===== src/rtl/dac_pkg.sv =====
package dac_pkg;
  typedef enum logic [1:0] {
    LM_ONE      = 2'b00,
    LM_TWO      = 2'b01,
    LM_FOUR     = 2'b10,
    LM_FOUR_ALT = 2'b11
  } line_mode_e;
endpackage


===== src/rtl/dac_window.sv =====
// Maps the line mode to the window geometry: stride as a shift amount, and length.
module dac_window #(
  parameter int AW   = 7,
  parameter int LEN1 = 80,
  parameter int LEN2 = 40,
  parameter int LEN4 = 20,
  localparam int SHW = $clog2(AW + 1)
) (
  input  logic [1:0]   mode,
  output logic [SHW-1:0] win_sh,
  output logic [AW:0]  win_len
);
  import dac_pkg::*;

  always_comb begin
    unique case (line_mode_e'(mode))
      LM_ONE: begin
        win_sh  = SHW'(AW);
        win_len = (AW+1)'(LEN1);
      end
      LM_TWO: begin
        win_sh  = SHW'(AW - 1);
        win_len = (AW+1)'(LEN2);
      end
      default: begin
        win_sh  = SHW'(AW - 2);
        win_len = (AW+1)'(LEN4);
      end
    endcase
  end
endmodule


===== src/rtl/dac_step.sv =====
// Next-address arithmetic over discontinuous windows.
module dac_step #(
  parameter int AW = 7,
  localparam int SHW = $clog2(AW + 1)
) (
  input  logic [AW-1:0]  cur,
  input  logic           up,
  input  logic [SHW-1:0] win_sh,
  input  logic [AW:0]    win_len,
  output logic [AW-1:0]  nxt,
  output logic           in_win,
  output logic           jump
);
  localparam logic [AW:0] SPAN = (AW+1)'(1) << AW;

  function automatic logic [AW:0] f_stride(input logic [SHW-1:0] sh);
    return (AW+1)'(1) << sh;
  endfunction

  function automatic logic [AW:0] f_inc(input logic [AW:0] a, input logic [AW:0] st,
                                        input logic [AW:0] len);
    logic [AW:0] off, base;
    off  = a & (st - 1'b1);
    base = a - off;
    if (off + 1'b1 < len)     return a + 1'b1;
    else if (base == SPAN - st) return '0;
    else                      return base + st;
  endfunction

  function automatic logic [AW:0] f_dec(input logic [AW:0] a, input logic [AW:0] st,
                                        input logic [AW:0] len);
    logic [AW:0] off, base;
    off  = a & (st - 1'b1);
    base = a - off;
    if (off >= len)           return base + len - 1'b1;
    else if (off != '0)       return a - 1'b1;
    else if (base == '0)      return SPAN - st + len - 1'b1;
    else                      return base - st + len - 1'b1;
  endfunction

  logic [AW:0] a_ext, stride, off, raw;

  always_comb begin
    a_ext  = {1'b0, cur};
    stride = f_stride(win_sh);
    off    = a_ext & (stride - 1'b1);
    in_win = off < win_len;
    raw    = up ? f_inc(a_ext, stride, win_len) : f_dec(a_ext, stride, win_len);
    nxt    = raw[AW-1:0];
    jump   = up ? (off + 1'b1 >= win_len) : (off == '0 || off >= win_len);
  end
endmodule


===== src/rtl/dac_addr_counter.sv =====
module dac_addr_counter #(
  parameter int AW   = 7,
  parameter int LEN1 = 80,
  parameter int LEN2 = 40,
  parameter int LEN4 = 20
) (
  input  logic          clk,
  input  logic          rst_n,
  input  logic [1:0]    line_mode,
  input  logic          load_en,
  input  logic [AW-1:0] load_addr,
  input  logic          step_en,
  input  logic          step_up,
  output logic [AW-1:0] addr,
  output logic          addr_valid
);
  localparam int SHW = $clog2(AW + 1);

  logic [SHW-1:0] win_sh;
  logic [AW:0]    win_len;
  logic [AW-1:0]  step_nxt;
  logic           step_jump;
  logic           step_fire;

  dac_window #(.AW(AW), .LEN1(LEN1), .LEN2(LEN2), .LEN4(LEN4)) u_win (
    .mode    (line_mode),
    .win_sh  (win_sh),
    .win_len (win_len)
  );

  dac_step #(.AW(AW)) u_step (
    .cur     (addr),
    .up      (step_up),
    .win_sh  (win_sh),
    .win_len (win_len),
    .nxt     (step_nxt),
    .in_win  (addr_valid),
    .jump    (step_jump)
  );

  assign step_fire = step_en && !load_en;

  always_ff @(posedge clk or negedge rst_n) begin
    if (!rst_n)       addr <= '0;
    else if (load_en) addr <= load_addr;
    else if (step_en) addr <= step_nxt;
  end

  AST_LOAD_FIRST: assert property (@(posedge clk) disable iff (!rst_n)
    load_en |=> addr == $past(load_addr));
  AST_IDLE_HOLD: assert property (@(posedge clk) disable iff (!rst_n)
    (!load_en && !step_en) |=> addr == $past(addr));
  AST_STEP_LANDS: assert property (@(posedge clk) disable iff (!rst_n)
    step_fire |=> (line_mode != $past(line_mode)) || addr_valid);
  AST_PLAIN_INC: assert property (@(posedge clk) disable iff (!rst_n)
    (step_fire && step_up && !step_jump) |=> addr == $past(addr) + 1'b1);
  AST_PLAIN_DEC: assert property (@(posedge clk) disable iff (!rst_n)
    (step_fire && !step_up && !step_jump) |=> addr == $past(addr) - 1'b1);
endmodule


===== config.mk =====
export PLATFORM = sky130hd
export DESIGN_NAME = dac_addr_counter
export DESIGN_NICKNAME = d
export VERILOG_FILES = /design/src/rtl/dac_pkg.sv /design/src/rtl/dac_window.sv /design/src/rtl/dac_step.sv /design/src/rtl/dac_addr_counter.sv
export SDC_FILE = /design/constraint.sdc
export NUM_CORES = 1
export LEC_CHECK = 0
export BUFFER_PORTS_ARGS = -buffer_cell sky130_fd_sc_hd__buf_2
export CORE_ASPECT_RATIO = 0.75
export CORE_UTILIZATION = 35
export DETAILED_ROUTE_END_ITERATION = 10
export SYNTH_ARGS = -nofsm -noshare
export SYNTH_HDL_FRONTEND = slang
export SYNTH_SLANG_ARGS = --single-unit
export TNS_END_PERCENT = 50

===== constraint.sdc =====
create_clock -name clk -period 4.5 [get_ports clk]
set_input_delay 1.35 -clock clk [delete_from_list [all_inputs] [get_ports clk]]
set_output_delay 1.35 -clock clk [all_outputs]
set_load 0.005 [all_outputs]

# [Word level (Yosys, flattened, before mapping)]
# Index checks and enable logic that the tools add are counted.
[totals] regBits=7 input_bits=14 out_inout_bits=8 elab_cells=36
[classes] n_addsub=14 magnitude_cmp=3 eq_ne=2 shift=1 mux=10 bitwise=1 n_reduce_logical=4
[op_table] cell="two-way mux 7 bit" count=8
[op_table] cell="adder 7 bit" count=4
[op_table] cell="subtractor 7 x 1 -> 7 bit (second input constant)" count=4
[op_table] cell="less-than comparator 8 x 7 -> 1 bit" count=2
[op_table] cell="one-hot mux 7 bit (2 select lines)" count=1
[op_table] cell="adder 8 x 1 -> 8 bit (second input constant)" count=1
[op_table] cell="bitwise AND 7 x 8 -> 8 bit" count=1
[op_table] cell="equality test 8 bit" count=1
[op_table] cell="greater-or-equal comparator 8 x 7 -> 1 bit" count=1
[op_table] cell="zero test 8 bit" count=1
[op_table] cell="nonzero test 8 bit" count=1
[op_table] cell="<< shifter 1 x 3 -> 8 bit (first input constant)" count=1
[op_table] cell="subtractor 7 x 8 -> 8 bit" count=1
[op_table] cell="subtractor 8 x 1 -> 8 bit (second input constant)" count=1
[op_table] cell="subtractor 8 bit (first input constant)" count=1
[op_table] cell="adder 7 x 1 -> 7 bit (second input constant)" count=1
[op_table] cell="subtractor 7 bit" count=1
[op_table] cell="one-hot mux 2 bit (2 select lines)" count=1
[op_table] cell="equality test 2 x 1 -> 1 bit (second input constant)" count=1
[op_table] cell="zero test 2 bit" count=1
[op_table] cell="nonzero test 2 bit" count=1

# [Logic depth before layout (Yosys ltp)]
# Gate-level depths: netlist of run 1.
[depth] ltp_word=15 mapped_depth=15 depth_no_buf=14

# [By module]
# A second synthesis of run 1 with hierarchy kept.
[hier_totals] hier_cells=435 hier_area_um2=3196.8
[by_module_without_submodules] mod="dac_step" n_inst=1 cells_per_inst=392 area_per_inst_um2=2795.2 seq_area_each_um2=0.0
[by_module_without_submodules] mod="dac_addr_counter" n_inst=1 cells_per_inst=30 area_per_inst_um2=325.3 seq_area_each_um2=175.2
[by_module_without_submodules] mod="dac_window" n_inst=1 cells_per_inst=13 area_per_inst_um2=76.3 seq_area_each_um2=0.0

# [Least setup slack after synthesis of run 1]
# No wires, ideal clock.
[synth_path] path_type="in2reg" startpoint="input line_mode[0]" endpoint="register addr[6]" setup_ns=0.127 t_arrival_ns=4.310 required_ns=4.373 setup_slack_ns=0.063 stages=14 n_path_buf=1 path_cell_list="buf_2 > nand2b_1 > ha_1 > inv_1 > nor3_1 > inv_1 > ha_1 > ha_1 > a21o_1 > a21oi_1 > xnor3_1 > a211o_1 > a311oi_1 > o21ai_1"
[synth_via] elab_chain_len=15 elab_cells_between_ends=31 classes_between="add/sub (12); order compare (2); eq/ne (2); shift (1); mux (10); bitwise (1); reduce/logical (3)"
[synth_rtl] element="start, declared" line="dac_addr_counter.sv:9" text="input logic [1:0] line_mode,"
[synth_rtl] element="equality test 2 x 1 -> 1 bit / zero test 2 bit (equally long branches)" line="dac_window.sv:16" text="unique case (line_mode_e'(mode))"
[synth_rtl] element="one-hot mux 2 bit (2 select lines)" line="dac_window.sv:16"
[synth_rtl] element="<< shifter 1 x 3 -> 8 bit" line="dac_step.sv:17" text="return (AW+1)'(1) << sh;"
[synth_rtl] element="subtractor 8 x 1 -> 8 bit" line="dac_step.sv:23, dac_step.sv:33"
[synth_rtl] element="bitwise AND 7 x 8 -> 8 bit" line="dac_step.sv:23, dac_step.sv:33"
[synth_rtl] element="subtractor 7 x 8 -> 8 bit" line="dac_step.sv:24, dac_step.sv:34"
[synth_rtl] element="subtractor 7 bit" line="dac_step.sv:38" text="else return base - st + len - 1'b1;"
[synth_rtl] element="adder 7 bit" line="dac_step.sv:38"
[synth_rtl] element="subtractor 7 x 1 -> 7 bit" line="dac_step.sv:38"
[synth_rtl] element="two-way mux 7 bit" line="dac_step.sv:37" text="else if (base == '0) return SPAN - st + len - 1'b1;"
[synth_rtl] element="two-way mux 7 bit" line="dac_step.sv:36" text="else if (off != '0) return a - 1'b1;"
[synth_rtl] element="two-way mux 7 bit" line="dac_step.sv:35" text="if (off >= len) return base + len - 1'b1;"
[synth_rtl] element="two-way mux 7 bit *" line="dac_step.sv:48" text="raw = up ? f_inc(a_ext, stride, win_len) : f_dec(a_ext, stride, win_len);"
[synth_rtl] element="two-way mux 7 bit *" line="dac_addr_counter.sv:46" text="else if (step_en) addr <= step_nxt;"
[synth_rtl] element="two-way mux 7 bit *" line="dac_addr_counter.sv:45" text="else if (load_en) addr <= load_addr;"
[synth_rtl] element="end signal, assigned" line="dac_addr_counter.sv:45"
[synth_rtl] element="end signal, assigned" line="dac_addr_counter.sv:46"
[synth_rtl] element="end, declared" line="dac_addr_counter.sv:14" text="output logic [AW-1:0] addr,"
# Every way passes the cells marked *; elsewhere a longest branch is shown, timed or not. The select of a mux whose other input is x is not followed.
# A chain may end at the register's enable or synchronous reset.

# [Final worst setup path of run 1]
[layout_path] startpoint="input line_mode[1]" endpoint="output addr_valid"
[layout_via] elab_chain_len=6 elab_cells_between_ends=8 classes_between="add/sub (1); order compare (1); eq/ne (1); shift (1); mux (2); bitwise (1); reduce/logical (1)"
[layout_rtl] element="equality test 2 x 1 -> 1 bit / zero test 2 bit (equally long branches)" line="dac_window.sv:16"
[layout_rtl] element="one-hot mux 2 bit (2 select lines)" line="dac_window.sv:16"
[layout_rtl] element="<< shifter 1 x 3 -> 8 bit" line="dac_step.sv:17"
[layout_rtl] element="subtractor 8 x 1 -> 8 bit" line="dac_step.sv:46" text="off = a_ext & (stride - 1'b1);"
[layout_rtl] element="bitwise AND 7 x 8 -> 8 bit" line="dac_step.sv:46"
[layout_rtl] element="less-than comparator 8 x 7 -> 1 bit *" line="dac_step.sv:47" text="in_win = off < win_len;"
[layout_rtl] element="end, declared" line="dac_addr_counter.sv:15" text="output logic addr_valid"
# Every way passes the cells marked *; elsewhere a longest branch is shown, timed or not.

==> results of run 1 <==
-- how the worst max path moves through the flow --
stage / startpoint / cells after the start / end / slack (ps)
2_1_floorplan: line_mode[0] / 14 / addr[6]$_DFFE_PN0P_ / 60
3_3_place_gp: line_mode[1] / 14 / addr[6]$_DFFE_PN0P_ / 230
3_5_place_dp: line_mode[1] / 14 / addr[6]$_DFFE_PN0P_ / 180
4_1_cts: line_mode[1] / 10 / addr_valid / 180
5_1_grt: line_mode[1] / 10 / addr_valid / 50
6_report: line_mode[1] / 10 / addr_valid / 180
-- per-layer routing --
layer	track usage [%]	vias up	part of all wire, %
met5	0	-	0
met3	3.11	2	4.9
met1	28.1	732	49
li1	-	777	-
met2	30.4	38	45
met4	1.28	0	0.35
-- cell usage in the layout, fill, tap and decap left out, drive strengths merged, types with 2 or more instances in the layout --
cell type / netlist / layout
o31ai: 5 / 5
a211oi: 3 / 3
o211ai: 3 / 3
nand4: 3 / 3
inv: 22 / 22
nor3: 5 / 5
o21bai: 2 / 2
dfrtp: 7 / 7
o21ai: 10 / 10
buf: 9 / 33
nand2b: 5 / 5
a21o: 4 / 4
xor2: 7 / 7
a21oi: 12 / 12
nand2: 13 / 13
mux2i: 4 / 4
a311oi: 2 / 2
ha: 21 / 21
nor2: 10 / 10
and3: 3 / 3
or2: 2 / 2
nand4b: 2 / 2
or3: 3 / 3
a31oi: 3 / 3
xnor3: 2 / 2
fa: 4 / 4
xnor2: 11 / 11
nand3: 5 / 5
clkbuf: 3 / 4
nor3b: 3 / 3
-- power breakdown --
group | internal [mW] | total (mW) | switching (mW)
Clock | 0.0612 | 0.0876 | 0.0264
Sequential | 0.0714 | 0.0981 | 0.0267
Combinational | 0.138 | 0.292 | 0.155
-- final cells by class --
| cell class | instances | area (sq um) | area share (%) |
|---|---|---|---|
| clock buffers | 4 | 45.0 | 2.40 |
| inverters | 22 | 82.6 | 4.39 |
| multi-input cells | 162 | 1310 | 69.7 |
| flip-flops and latches | 7 | 175 | 9.32 |
| well taps | 57 | 71.3 | 3.79 |
| repair buffers | 33 | 195 | 10.4 |
-- per-stage QoR --
stage	setup slack (ps)	hold slack [ps]	util (%)	instance area [sq um]
6_report	183	642	41.8	1880
5_1_grt	46.6	708	41.8	1880
4_1_cts	185	648	41.8	1880
3_5_place_dp	183	643	40.8	1830
3_3_place_gp	232	632	40.8	1830
2_1_floorplan	62.7	622	-	1660
-- worst max-delay path: cells and delay by family --
| kind | cells | cell delay [ps] |
|---|---|---|
| AOI/OAI and AO/OA | 4 | 560 |
| and+or+nand+nor | 2 | 270 |
| buffers and inverters | 2 | 240 |
| adders and majority gates | 2 | 540 |
-- cell families (layout without fill, tap and decap cells) --
| kind of cell | Yosys count | count (layout) | share of synthesized area (%) |
|---|---|---|---|
| AOI/OAI and AO/OA | 55 | 55 | 23.4 |
| muxes | 4 | 4 | 2.42 |
| adders and majority gates | 25 | 25 | 20.7 |
| buffers and inverters | 34 | 59 | 10.3 |
| DFF | 7 | 7 | 10.6 |
| and+or+nand+nor | 58 | 58 | 20.4 |
| xor gates and xnor gates | 20 | 20 | 12.2 |
==> results.toml, run 1 <==
[outcome]
status = "finished, final reports clean"

[placement]
portBuffers = 21
hpwlAfterDp_microns = 3460
place_congestion = 0.829
dpl.cell_count = 281

[synth]
synth.distinct_cells = 54
synth_edf_count = 0
synth_nets = 242
synthMostInstantiatedCell = "ha_1"
synthTopCellsByCount = "ha_1, inv_1, nand2_1"
syn_area_sq_um = 1660
yosys.area.top_type_share_pct = 15.9
ys_ff_latch = 7
yosysSeqAreaShare_pct = 10.6
yosysTopAreaCell = "ha_1"
synth_area_leaders = "ha_1, dfrtp_1, xnor2_1, fa_1, inv_1"
ys_warn_count = 0
synthCells = 203
synthArstFlopShare_pct = 100
synth_top_flop_cell = "dfrtp_1"
syn_area_per_cell_sq_um = 8.15

[setup_path]
cp_max_fo = 4
endpoint_kind = "output pin"
cp-start-kind = "input port"
cp.required_ps = 3150
crit_path_top_delay_cell = "ha_1"
r2r-end = "addr[6]$_DFFE_PN0P_"
r2r.worst_path.cells = 10
setup.worst_path.class = "in2out"
crit_path_max_incr_delay_ps = 290
r2r_setup_slack_ps = 1560
arrival_ps = 2970
worstPathCellList = "buf_2 > nand2b_1 > ha_1 > a21oi_1 > ha_1 > a21boi_0 > o21ai_0 > nand2_1 > o21ai_0 > buf_2"
r2r_start = "addr[4]$_DFFE_PN0P_"

[global_route]
grt_pass1_wl_microns = 7130
antenna_found_initial = 0
grt_max_degree = 16
grt_pass1_vias = 1443
grt_remaining_overflow = 0
grt_usage_pct = 19.1

[sta]
hold_viol_final = 0
finalSetupViolCount = 0
slew_headroom_pct = 48.5
period_share_pct = 95.9
clock_skew_ps = 0.492
min_period_ps = 4320
worstMarginPinSlew_ps = 768
finalMaxSlewViolations = 0
fmax_mhz = 232
fin_setup_tns_ps = 0
rsz0062_at_grt = "false"

[floorplanning]
die-width_microns = 81.4
initial_core_util_pct = 36.8
core_sq_um = 4490
dieArea_sq_um = 5010
rows = 21
die_y_microns = 61.6
io_pins = 22

[layout]
largest_reg_flops = 7
finalNonFillerCells = 285
largest-register = "addr"
insertedDiodeCount = 0
syn_to_final_growth_pct = 13.5
reg_top3 = "addr: 7 flops"
nets = 268
fill_cells = 478
drive_gt1_share_pct = 21.1

[clock_network]
clk_pin_slew_ps = 40
cts_sinks = 7
cts_setup_buffers = 0
cts.path.max_buffers = 2
ctsResizeCount = 0
cts_max_level = 1
cts_hold_buf = 0
clk_latency_ps = 230
cts_tree = "built"
ctsRootBufferMaster = "clkbuf_8"
cts_buffers = 3

[drt]
avgViaCountPerCell = 5.44
drt-initial-drc-count = 126
wirelength_microns = 4230
ant_nets = 0
dr.pass1.iters = 4
wl_per_cell_microns = 14.9
drc = 0
vias = 1549

[power]
p_total_mw = 0.478
powerDensity_nw_per_um2 = 254
p_leak_nw = 0.914
peakVddDrop_mv = 0.178

[worst_hold_path]
hold_depth = 2
worstHoldStart = "addr[1]$_DFFE_PN0P_"
holdPathEnd = "addr[1]$_DFFE_PN0P_"
hold_path_class = "reg2reg"

[job]
maxCapViolations = 0
Note: power is estimated with default switching activity, not from simulation.
==> inputs of run 2 (changes only) <==
ABC_AREA = 1   (was not set)
==> run 2 against run 1 <==
Effect of this change: power increased by 12%; die area increased by 2.1%; design area increased by 2.7%; maximum frequency increased by 1.4%; cell count increased by 22%; hold slack got worse by 39 ps; register-to-register slack improved by 360 ps; via count increased by 10%; largest cell class unchanged.
==> results.toml, run 2 <==
[power]
peakVddDrop_mv = 0.129
p_total_mw = 0.538
p_leak_nw = 1.06
p_int_mw = 0.269
p_sw_mw = 0.268
p_clk_share_pct = 16.6
combPwrFrac_pct = 64.9
seqPwrFrac_pct = 18.5
switching_share_pct = 49.9
powerDensity_nw_per_um2 = 278

[synth]
yosysTopAreaCell = "ha_1"
synth_area_leaders = "ha_1, nand2_1, dfrtp_1, inv_1, nand3_1"
synthTopCellsByCount = "nand2_1, inv_1, nand3_1"
yosysSeqAreaShare_pct = 10.4
synthArstFlopShare_pct = 100
yosys.area.top_type_share_pct = 15.5
synth_edf_count = 0
synth_top_flop_cell = "dfrtp_1"
synthMostInstantiatedCell = "nand2_1"
syn_area_sq_um = 1690
ys_warn_count = 0
synthCells = 264
synth_nets = 303
synth.distinct_cells = 32
ys_ff_latch = 7
syn_area_per_cell_sq_um = 6.40

[placement]
place_congestion = 0.909
hpwlAfterDp_microns = 3730
portBuffers = 21
dpl_cell_area_sq_um = 1890
dpl.cell_count = 343

[sta]
fin_setup_tns_ps = 0
min_period_ps = 4260
rsz0062_at_grt = "false"
fmax_mhz = 235
finalSetupViolCount = 0
hold_viol_final = 0
finalMaxSlewViolations = 0
worstMarginPinSlew_ps = 602
slew_headroom_pct = 59.7
period_share_pct = 94.6
clock_skew_ps = 0.236

[clock_network]
cts_setup_buffers = 0
cts_hold_buf = 0
cts_max_level = 1
cts_buffers = 3
ctsRootBufferMaster = "clkbuf_8"
ctsResizeCount = 0
cts_tree = "built"
clk_pin_slew_ps = 40
cts_sinks = 7
clk_latency_ps = 230
cts.path.max_buffers = 2

[worst_hold_path]
hold_path_class = "reg2reg"

[setup_path]
crit_path_max_incr_delay_ps = 340
crit_path_top_delay_cell = "ha_1"
crit_buf_inv = 5
cp-start-kind = "input port"
setup.worst_path.class = "in2out"
cp.required_ps = 3150
worstPathCellList = "buf_2 > inv_1 > nand2_1 > buf_4 > ha_1 > ha_1 > o21bai_1 > nand4_2 > nand2_2 > inv_1 > buf_2"
cp_max_fo = 9
arrival_ps = 2910
endpoint_kind = "output pin"
cp_top_family = "adder cells"

[global_route]
grt_pass1_wl_microns = 7570
grt_remaining_overflow = 0
grt_max_degree = 12
grt_usage_pct = 19.2
grt_pass1_vias = 1557
antenna_found_initial = 0

[drt]
drt-initial-drc-count = 149
wl_per_cell_microns = 12.6
wirelength_microns = 4370
vias = 1707
dr.pass1.iters = 5
avgViaCountPerCell = 4.92
ant_nets = 0
drc = 0

[layout]
final_common_cell = "nand2_1"
finalNonFillerCells = 347
insertedDiodeCount = 0
final_cell_mix = "nand2_1, inv_1, nand3_1"
stdcell_area_sq_um = 1930
drive_gt1_share_pct = 18.3
syn_to_final_growth_pct = 14.2
final_core_util_pct = 42.5
reg_top3 = "addr: 7 flops"
nets = 330
largest-register = "addr"
largest_reg_flops = 7

[floorplanning]
io_pins = 22
core_sq_um = 4550
initial_core_util_pct = 37.2
dieArea_sq_um = 5110
die_y_microns = 62.2
rows = 21
die-width_microns = 82.2

[job]
maxCapViolations = 0

[outcome]
status = "finished, final reports clean"
-- run 2: cell count changes after synthesis, sizes merged, moves of 5 or more --
cell / change
nand3: +25
inv: +21
a21oi: -6
xor2: +7
xnor2: -10
nand2b: -5
o31ai: -5
nor2: +11
nand2: +63
-- run 2: kinds of logic after synthesis --
group | share of synthesized area [%]
AOI/OAI and AO/OA | 9.99
xor gates and xnor gates | 7.77
adders and majority gates | 20.3
buffers and inverters | 11.5
DFF | 10.4
and+or+nand+nor | 40.0
-- run 2: final timing paths --
| kind | end | from | slack (ps) | cells past startpoint |
|---|---|---|---|---|
| min in group asynchronous | addr[3]$_DFFE_PN0P_ | rst_n | 950 | 1 |
| max in group asynchronous | addr[4]$_DFFE_PN0P_ | rst_n | 3390 | 1 |
| setup reg to reg | addr[6]$_DFFE_PN0P_ | addr[4]$_DFFE_PN0P_ | 1920 | 17 |
| setup / recovery | addr_valid | line_mode[1] | 240 | 11 |
| hold reg to reg | addr[1]$_DFFE_PN0P_ | addr[1]$_DFFE_PN0P_ | 600 | 1 |
| hold / removal | addr[1]$_DFFE_PN0P_ | addr[1]$_DFFE_PN0P_ | 600 | 1 |
-- run 2: stage by stage --
| stage | hold WS (ps) | worst slack [ps] |
|---|---|---|
| floorplan | 554 | 251 |
| global placement | 590 | 228 |
| detailed placement | 595 | 177 |
| CTS | 608 | 227 |
| global route | 630 | 21.6 |
| finish | 604 | 245 |
-- run 2: metal layers --
| layer | wire [microns] | GRT usage [%] | vias up |
|---|---|---|---|
| met5 | 0 | 0 | - |
| met4 | 0 | 0.658 | 0 |
| met3 | 262 | 3.09 | 0 |
| met2 | 1780 | 26.1 | 43 |
| met1 | 2320 | 32.2 | 758 |
| li1 | - | - | 906 |
-- run 2: power by group through the flow --
stage / combinational [mW] / clock (mW) / sequential, mW
2_1_floorplan: 0.269 / 0 / 0.0843
3_3_place_gp: 0.344 / 0 / 0.101
3_5_place_dp: 0.345 / 0 / 0.100
4_1_cts: 0.348 / 0.0912 / 0.0993
5_1_grt: 0.400 / 0.0968 / 0.102
6_report: 0.349 / 0.0891 / 0.0997
-- run 2: area by class of cell --
type                    instances  area [sq um]
fillers                       464          2620
clock buffers                   4          45.0
multi-input cells             208          1320
flip-flops and latches          7           175
inverters                      43           161
repair buffers                 28           158
well taps                      57          71.3
